## src/rtl/tdm_pkg.sv

```systemverilog
package tdm_pkg;
  localparam int SLOT_W  = 5;
  localparam int LINE_W  = 3;
  localparam int ENTRY_W = 1 + SLOT_W + 1 + 2 + LINE_W;

  typedef enum logic [1:0] {
    DIR_NONE = 2'd0,
    DIR_IN   = 2'd1,
    DIR_OUT  = 2'd2,
    DIR_LOOP = 2'd3
  } dir_e;

  // one slot-list entry, bit 11 down to bit 0
  typedef struct packed {
    logic              last;
    logic [SLOT_W-1:0] src;
    logic              copy;
    dir_e              dir;
    logic [LINE_W-1:0] line;
  } entry_t;

  // strobes from control to datapath
  typedef struct packed {
    logic              fire;
    dir_e              dir;
    logic [LINE_W-1:0] line;
    logic              copy;
    logic [SLOT_W-1:0] src;
    logic [SLOT_W-1:0] slot;
  } strobe_t;
endpackage

```

## src/rtl/tdm_slot_ctrl.sv

```systemverilog
module tdm_slot_ctrl
  import tdm_pkg::*;
#(
  parameter int NUM_SLOTS     = 32,
  parameter int BITS_PER_SLOT = 8
) (
  input  logic               clk,
  input  logic               rstN,
  input  logic               enable,
  input  logic               bitTick,
  input  logic               wsEdge,
  input  logic               cfgWe,
  input  logic [SLOT_W-1:0]  cfgAddr,
  input  logic [ENTRY_W-1:0] cfgData,
  output strobe_t            stb
);
  localparam int CNT_W = $clog2(BITS_PER_SLOT);
  localparam logic [CNT_W-1:0]  LAST_BIT = CNT_W'(BITS_PER_SLOT - 1);
  localparam logic [SLOT_W-1:0] TOP_SLOT = SLOT_W'(NUM_SLOTS - 1);

  entry_t            shadowList [NUM_SLOTS];
  entry_t            activeList [NUM_SLOTS];
  entry_t            cur;
  logic              synced;
  logic [CNT_W-1:0]  bitCnt;
  logic [SLOT_W-1:0] slotPtr;
  logic              slotEnd, wrap, syncNow, loadList;

  assign cur      = activeList[slotPtr];
  assign syncNow  = enable && !synced && bitTick && wsEdge;
  assign slotEnd  = enable && synced && bitTick && (bitCnt == LAST_BIT);
  assign wrap     = cur.last || (slotPtr == TOP_SLOT);
  assign loadList = syncNow || (slotEnd && wrap);

  // software writes land in the shadow copy only
  always_ff @(posedge clk or negedge rstN) begin
    if (!rstN) begin
      for (int i = 0; i < NUM_SLOTS; i++) shadowList[i] <= '0;
    end else if (cfgWe && cfgAddr <= TOP_SLOT) begin
      shadowList[cfgAddr] <= entry_t'(cfgData);
    end
  end

  // working copy refreshed at super-frame boundaries
  always_ff @(posedge clk or negedge rstN) begin
    if (!rstN) begin
      for (int i = 0; i < NUM_SLOTS; i++) activeList[i] <= '0;
    end else if (loadList) begin
      activeList <= shadowList;
    end
  end

  always_ff @(posedge clk or negedge rstN) begin
    if (!rstN) begin
      synced  <= 1'b0;
      bitCnt  <= '0;
      slotPtr <= '0;
    end else if (!enable) begin
      synced  <= 1'b0;
      bitCnt  <= '0;
      slotPtr <= '0;
    end else if (!synced) begin
      if (syncNow) begin
        synced  <= 1'b1;
        bitCnt  <= CNT_W'(1);
        slotPtr <= '0;
      end
    end else if (bitTick) begin
      if (bitCnt == LAST_BIT) begin
        bitCnt  <= '0;
        slotPtr <= wrap ? '0 : slotPtr + 1'b1;
      end else begin
        bitCnt <= bitCnt + 1'b1;
      end
    end
  end

  always_comb begin
    stb.fire = slotEnd;
    stb.dir  = cur.dir;
    stb.line = cur.line;
    stb.copy = cur.copy;
    stb.src  = cur.src;
    stb.slot = slotPtr;
  end
endmodule

```

## src/rtl/tdm_slot_dp.sv

```systemverilog
module tdm_slot_dp
  import tdm_pkg::*;
#(
  parameter int NUM_LINES = 5,
  parameter int NUM_SLOTS = 32,
  parameter int BYTE_W    = 8
) (
  input  logic                        clk,
  input  logic                        rstN,
  input  strobe_t                     stb,
  input  logic [NUM_LINES*BYTE_W-1:0] rxData,
  input  logic [BYTE_W-1:0]           outBufData,
  output logic                        outBufPop,
  output logic                        inCapValid,
  output logic [BYTE_W-1:0]           inCapData,
  output logic                        txValid,
  output logic [LINE_W-1:0]           txLine,
  output logic [BYTE_W-1:0]           txData,
  output logic [SLOT_W-1:0]           evtSlot
);
  logic [BYTE_W-1:0] slotMem [NUM_SLOTS];
  logic [BYTE_W-1:0] rxByte;
  logic              doIn, doTx, doStore;

  always_comb begin
    rxByte = '0;
    for (int l = 0; l < NUM_LINES; l++)
      if (stb.line == LINE_W'(l)) rxByte = rxData[l*BYTE_W +: BYTE_W];
  end

  assign doIn      = stb.fire && (stb.dir == DIR_IN);
  assign doTx      = stb.fire && (stb.dir == DIR_OUT || stb.dir == DIR_LOOP);
  assign doStore   = stb.fire && (stb.dir == DIR_IN || stb.dir == DIR_LOOP);
  assign outBufPop = stb.fire && (stb.dir == DIR_OUT) && !stb.copy;

  always_ff @(posedge clk or negedge rstN) begin
    if (!rstN) begin
      for (int i = 0; i < NUM_SLOTS; i++) slotMem[i] <= '0;
    end else if (doStore) begin
      slotMem[stb.slot] <= rxByte;
    end
  end

  always_ff @(posedge clk or negedge rstN) begin
    if (!rstN) begin
      inCapValid <= 1'b0;
      inCapData  <= '0;
      txValid    <= 1'b0;
      txLine     <= '0;
      txData     <= '0;
      evtSlot    <= '0;
    end else begin
      inCapValid <= doIn;
      txValid    <= doTx;
      if (stb.fire) evtSlot <= stb.slot;
      if (doIn) inCapData <= rxByte;
      if (doTx) begin
        txLine <= stb.line;
        if (stb.dir == DIR_LOOP) txData <= rxByte;
        else if (stb.copy)       txData <= slotMem[stb.src];
        else                     txData <= outBufData;
      end
    end
  end
endmodule

```

## src/rtl/tdm_slot_sequencer.sv

```systemverilog
module tdm_slot_sequencer
  import tdm_pkg::*;
#(
  parameter int NUM_LINES     = 5,
  parameter int NUM_SLOTS     = 32,
  parameter int BYTE_W        = 8,
  parameter int BITS_PER_SLOT = 8
) (
  input  logic                        clk,
  input  logic                        rstN,
  input  logic                        enable,
  input  logic                        bitTick,
  input  logic                        wsEdge,
  input  logic                        cfgWe,
  input  logic [4:0]                  cfgAddr,
  input  logic [11:0]                 cfgData,
  input  logic [NUM_LINES*BYTE_W-1:0] rxData,
  input  logic [BYTE_W-1:0]           outBufData,
  output logic                        outBufPop,
  output logic                        inCapValid,
  output logic [BYTE_W-1:0]           inCapData,
  output logic                        txValid,
  output logic [2:0]                  txLine,
  output logic [BYTE_W-1:0]           txData,
  output logic [4:0]                  evtSlot
);
  strobe_t stb;

  tdm_slot_ctrl #(.NUM_SLOTS(NUM_SLOTS), .BITS_PER_SLOT(BITS_PER_SLOT)) u_ctrl (
    .clk(clk), .rstN(rstN), .enable(enable), .bitTick(bitTick), .wsEdge(wsEdge),
    .cfgWe(cfgWe), .cfgAddr(cfgAddr), .cfgData(cfgData), .stb(stb)
  );

  tdm_slot_dp #(.NUM_LINES(NUM_LINES), .NUM_SLOTS(NUM_SLOTS), .BYTE_W(BYTE_W)) u_dp (
    .clk(clk), .rstN(rstN), .stb(stb), .rxData(rxData), .outBufData(outBufData),
    .outBufPop(outBufPop), .inCapValid(inCapValid), .inCapData(inCapData),
    .txValid(txValid), .txLine(txLine), .txData(txData), .evtSlot(evtSlot)
  );
endmodule

```

## config.mk

```make
export PLATFORM = sky130hd
export DESIGN_NAME = tdm_slot_sequencer
export DESIGN_NICKNAME = d
export VERILOG_FILES = /design/src/rtl/tdm_pkg.sv /design/src/rtl/tdm_slot_ctrl.sv /design/src/rtl/tdm_slot_dp.sv /design/src/rtl/tdm_slot_sequencer.sv
export SDC_FILE = /design/constraint.sdc
export NUM_CORES = 2
export LEC_CHECK = 0
export ABC_AREA = 1
export BUFFER_PORTS_ARGS = -buffer_cell sky130_fd_sc_hd__buf_4
export CAP_MARGIN = 15
export CORE_MARGIN = 2
export CORE_UTILIZATION = 44
export DETAILED_ROUTE_END_ITERATION = 6
export SLEW_MARGIN = 20
export SYNTH_ARGS = -nofsm -noshare
export SYNTH_HDL_FRONTEND = slang
export SYNTH_SLANG_ARGS = --single-unit
```

## constraint.sdc

```tcl
create_clock -name clk -period 2.7 [get_ports clk]
set_input_delay 0.27 -clock clk [delete_from_list [all_inputs] [get_ports clk]]
set_output_delay 0.27 -clock clk [all_outputs]
set_load 0.005 [all_outputs]
```

==> summary.md <==
| Metric | Value |
|---|---|
| Final Max Tran Viols | 0 |
| Startpoint Class | flop |
| Final Hold Viols | 0 |
| CP max stage delay | 600 ps |
| Post-synthesis sequential area ratio | 56.4% |
| Layout cells sized above 1 | between 10% and 20% |
| Ranking of synthesized cells by area | dfrtp_1, nand2_1, o21ai_0, inv_1, nand3_1 |
| Die height | 331 µm |
| Clk root buf | clkbuf_16 |
| Top cell by count, worst path | nand2_1 |
| Clock Tree Buf Depth | 3 |
| Yosys cell types | 38 |
| Worst path bufs/invs | 6 |
| CTS buffer count | about 110 |
| Max Clock Skew | 47.9 ps |
| Share of the synthesized area in the top cell type | a little under three fifths |
| Initial DRC count | 3,812 |
| Placer Congestion | roughly 0.90 |
| IO Count | 98 |
| Post-detail-place hpwl | 88,300 µm |
| Die width | 331 µm |
| Synth async-reset ratio | 100% |
| Top FF cell, synth | dfrtp_1 |
| Starting Density | 44.5% |
| Synth area leader | dfrtp_1 |
| Top sig layer | met4 |
| Metal-1 WL | between 60,000 and 70,000 µm |
| #FFs+latches synth | 1,059 |
| Status | finished with violations |
| Post-Place Cells | 7,050 |
| Sequence of cells on the critical path | buf_12 > buf_4 > buf_12 > nand2_1 > nand3_1 > nand2_1 > nand2_1 > nand2_1 > nor2_4 > buf_12 > nand2_8 > buf_12 > clkbuf_16 > nand2_1 > nand3_1 > nand3_1 > nand3_2 > nand3_2 > nand3_2 > nand2_1 > nand2_1 > nand2_1 |
| Clock sinks | about 1,100 |
| Hold Slack | 4.33 ps |
| Total leakage power | ~0.027 µW |
| I/O Buffers | 97 |
| Critical Setup Path Class | reg -> reg |
| Max Freq | 0.307 GHz |
| Max cap viols | 0 |
| GRT Total Usage | 25.6% |
| PwrDens | roughly 710 mW/mm² |
| Filler instances | approximately 9,400 |
| Worst Max-Slew Pin Slew | 1010 ps |
| Tmin final | 3260 ps |
| Commonest non-fill, non-tap cell in the layout | nand2_1 |
| RSZ-0062 raised after global routing | true |
| Routed WL | 145,000 µm |
| CP arrival | 3900 ps |
| First-pass iteration count of the detailed router | 7 |
| Largest net degree at the start of global routing | 84 |
| Wirelength per Cell | 19.7 µm |
| Die area | 0.109 mm² |
| Hold Path Class | in -> reg |
| Final worst path period share | 121% |
| Yosys warns | 0 |
| Layout net count | 5,973 |
| First-pass GRT wire length | 217,000 µm |
| Syn nets | 5,687 |
| Routed Antenna Nets | 0 |
| Total Power | 41,400 µW |
| CTS clk-pin slew, worst paths | approximately 60 ps |
| Crit path required time | 3340 ps |
| Htree depth | 3 |
| Vias | 39,000 |
| Std-Cell Rows | 119 |
| Core Footprint | 0.106 mm² |
| Syn Area/Cell | 8.37 µm² |
| Finished Layout Cells | roughly 7,400 |
| Flop2flop setup slack | -560 ps |
| Crit path capture type | flop |
| Vias in the first global route | 37,200 |
| CTS tree | yes |
| Routed wl met3 | 9050 µm |
| Grt ovf | 0 |
| Post-synth EDFFs | 0 |
| Most frequent cells in the layout | nand2_1, dfrtp_1, o21ai_0 |
| Delay-heaviest family, CP | simple AND/OR/NAND/NOR gates |
| Clk Latency, worst-skew pair | 740 ps |
| Mapped Area | between 0.04 and 0.05 mm² |
| Via-to-Cell Ratio | 5.29 |
| Layout Area Growth over Synthesis | 24.1% |
| Number of antenna violations at the first check in global routing | 4 |
| Final setup violation count | roughly 660 |
| Slowest cell on the critical path | dfrtp_4 |
| Relative slew slack | 32.8% |
| Final setup margin | -561 ps |
| DR DRC count | 0 |
| Max FO, Critical Path | 16 |
| Gate Count Post-Synth | roughly 5,600 |
| Worst IR Drop VDD | between 0.6 and 0.7 mV |
| Violated checks | negative setup slack |
| Met2 wire length | roughly 70,000 µm |
[sequential cells by signal, indices dropped and copies added (netlist names), 3 cells and up]
signal             cells
u_dp.slotMem         256
u_dp.inCapData         8
u_dp.txData            8
u_ctrl.shadowList    384
u_dp.evtSlot           5
u_ctrl.slotPtr         5
u_dp.txLine            3
u_ctrl.bitCnt          3
u_ctrl.activeList    384
[metal layers]
metal  global-route usage, %  vias up
met5                       0        -
met4                    9.28        0
met3                    3.64      273
met2                    41.4     1233
met1                    35.3    18900
li1                        -    18600
[where the power goes]
part           internal (µW)  leakage (µW)  switching, µW  total [µW]
logic                   2950        0.0125           4250        7200
clock network           8640       0.00178           6610       15300
registers              17900        0.0128            954       18900
[logic make-up (layout without fill, tap and decap cells)]
logic type | after synthesis | count (layout) | synth area share (%)
multiplexers | 8 | 8 | 0.192
XOR/XNOR | 1 | 1 | 0.0186
adder cells (fa/ha/maj) | 7 | 7 | 0.186
other | 0 | 1 | 0
AO/OA/AOI/OAI | 1408 | 1408 | 15.2
AND/OR/NAND/NOR | 2058 | 2059 | 18.4
flip-flops | 1059 | 1059 | 56.4
buffers and inverters | 1068 | 1437 | 9.65
[synthesized netlist by cell type (10+ instances only)]
| library cell | count |
|---|---|
| nand3_1 | 409 |
| a21oi_1 | 178 |
| clkbuf_1 | 161 |
| o21ai_0 | 952 |
| inv_1 | 667 |
| clkinv_1 | 11 |
| buf_6 | 27 |
| o21ai_1 | 255 |
| nor3_1 | 13 |
| inv_2 | 14 |
| buf_2 | 149 |
| buf_4 | 34 |
| o211ai_1 | 10 |
| nor2_1 | 78 |
| nand2_1 | 1480 |
| dfrtp_1 | 1059 |
| nor2_2 | 35 |
| nand3_2 | 11 |
[tightest hold or removal path, stage by stage]
cell and delay, ps:
buf_4 90, a21oi_2 60, nand3_4 110, mux2_2 150
[final cells by class]
cell class	count	area, µm²	area share [%]
tap	1391	1740	2.99
inverter	695	2640	4.52
timing repair buffer	542	6650	11.4
clock buffer	171	3310	5.67
sequential	1059	26500	45.5
multi-input combinational	3483	17100	29.4
clock inverter	28	329	0.564
timing repair inverter	1	16.3	0.0279
antenna	1	2.50	0.00429
[final timing paths]
| check | endpoint | startpoint | cells past startpoint |
|---|---|---|---|
| setup / recovery | u_dp.txData[4] | u_ctrl.slotPtr[0] | 22 |
| hold / removal | u_dp.inCapData[7] | rxData[23] | 4 |
| setup reg to reg | u_dp.txData[4] | u_ctrl.slotPtr[0] | 22 |
| hold reg to reg | u_ctrl.activeList[375] | u_ctrl.shadowList[375] | 2 |
| max in group asynchronous | u_ctrl.slotPtr[0] | rstN | 3 |
| min in group asynchronous | u_ctrl.activeList[298] | rstN | 2 |
[stage by stage]
step / area (µm²) / setup WS (ps) / util (%) / setup TNS (ps)
final: 58300 / -561 / 55.2 / -215070
after global routing: 58300 / -630 / 55.2 / -296050
after CTS: 56300 / -573 / 53.3 / -264050
after detailed placement: 51200 / -1070 / 48.5 / -366120
after global placement: 51200 / -984 / 48.5 / -340320
after floorplan: 47000 / 209 / - / 0
[what timing repair did]
item / 4_1_cts / 5_1_grt
gates resized for setup: 164 / 256
endpoints found under the setup margin: 661 / 661
hold endpoints to repair: 111 / 0
cloned: 12 / 31
hold buffers: 19 / 0
setup buffers: 30 / 34
pin swaps: 29 / 69
Power figures use the tool's default switching activity.
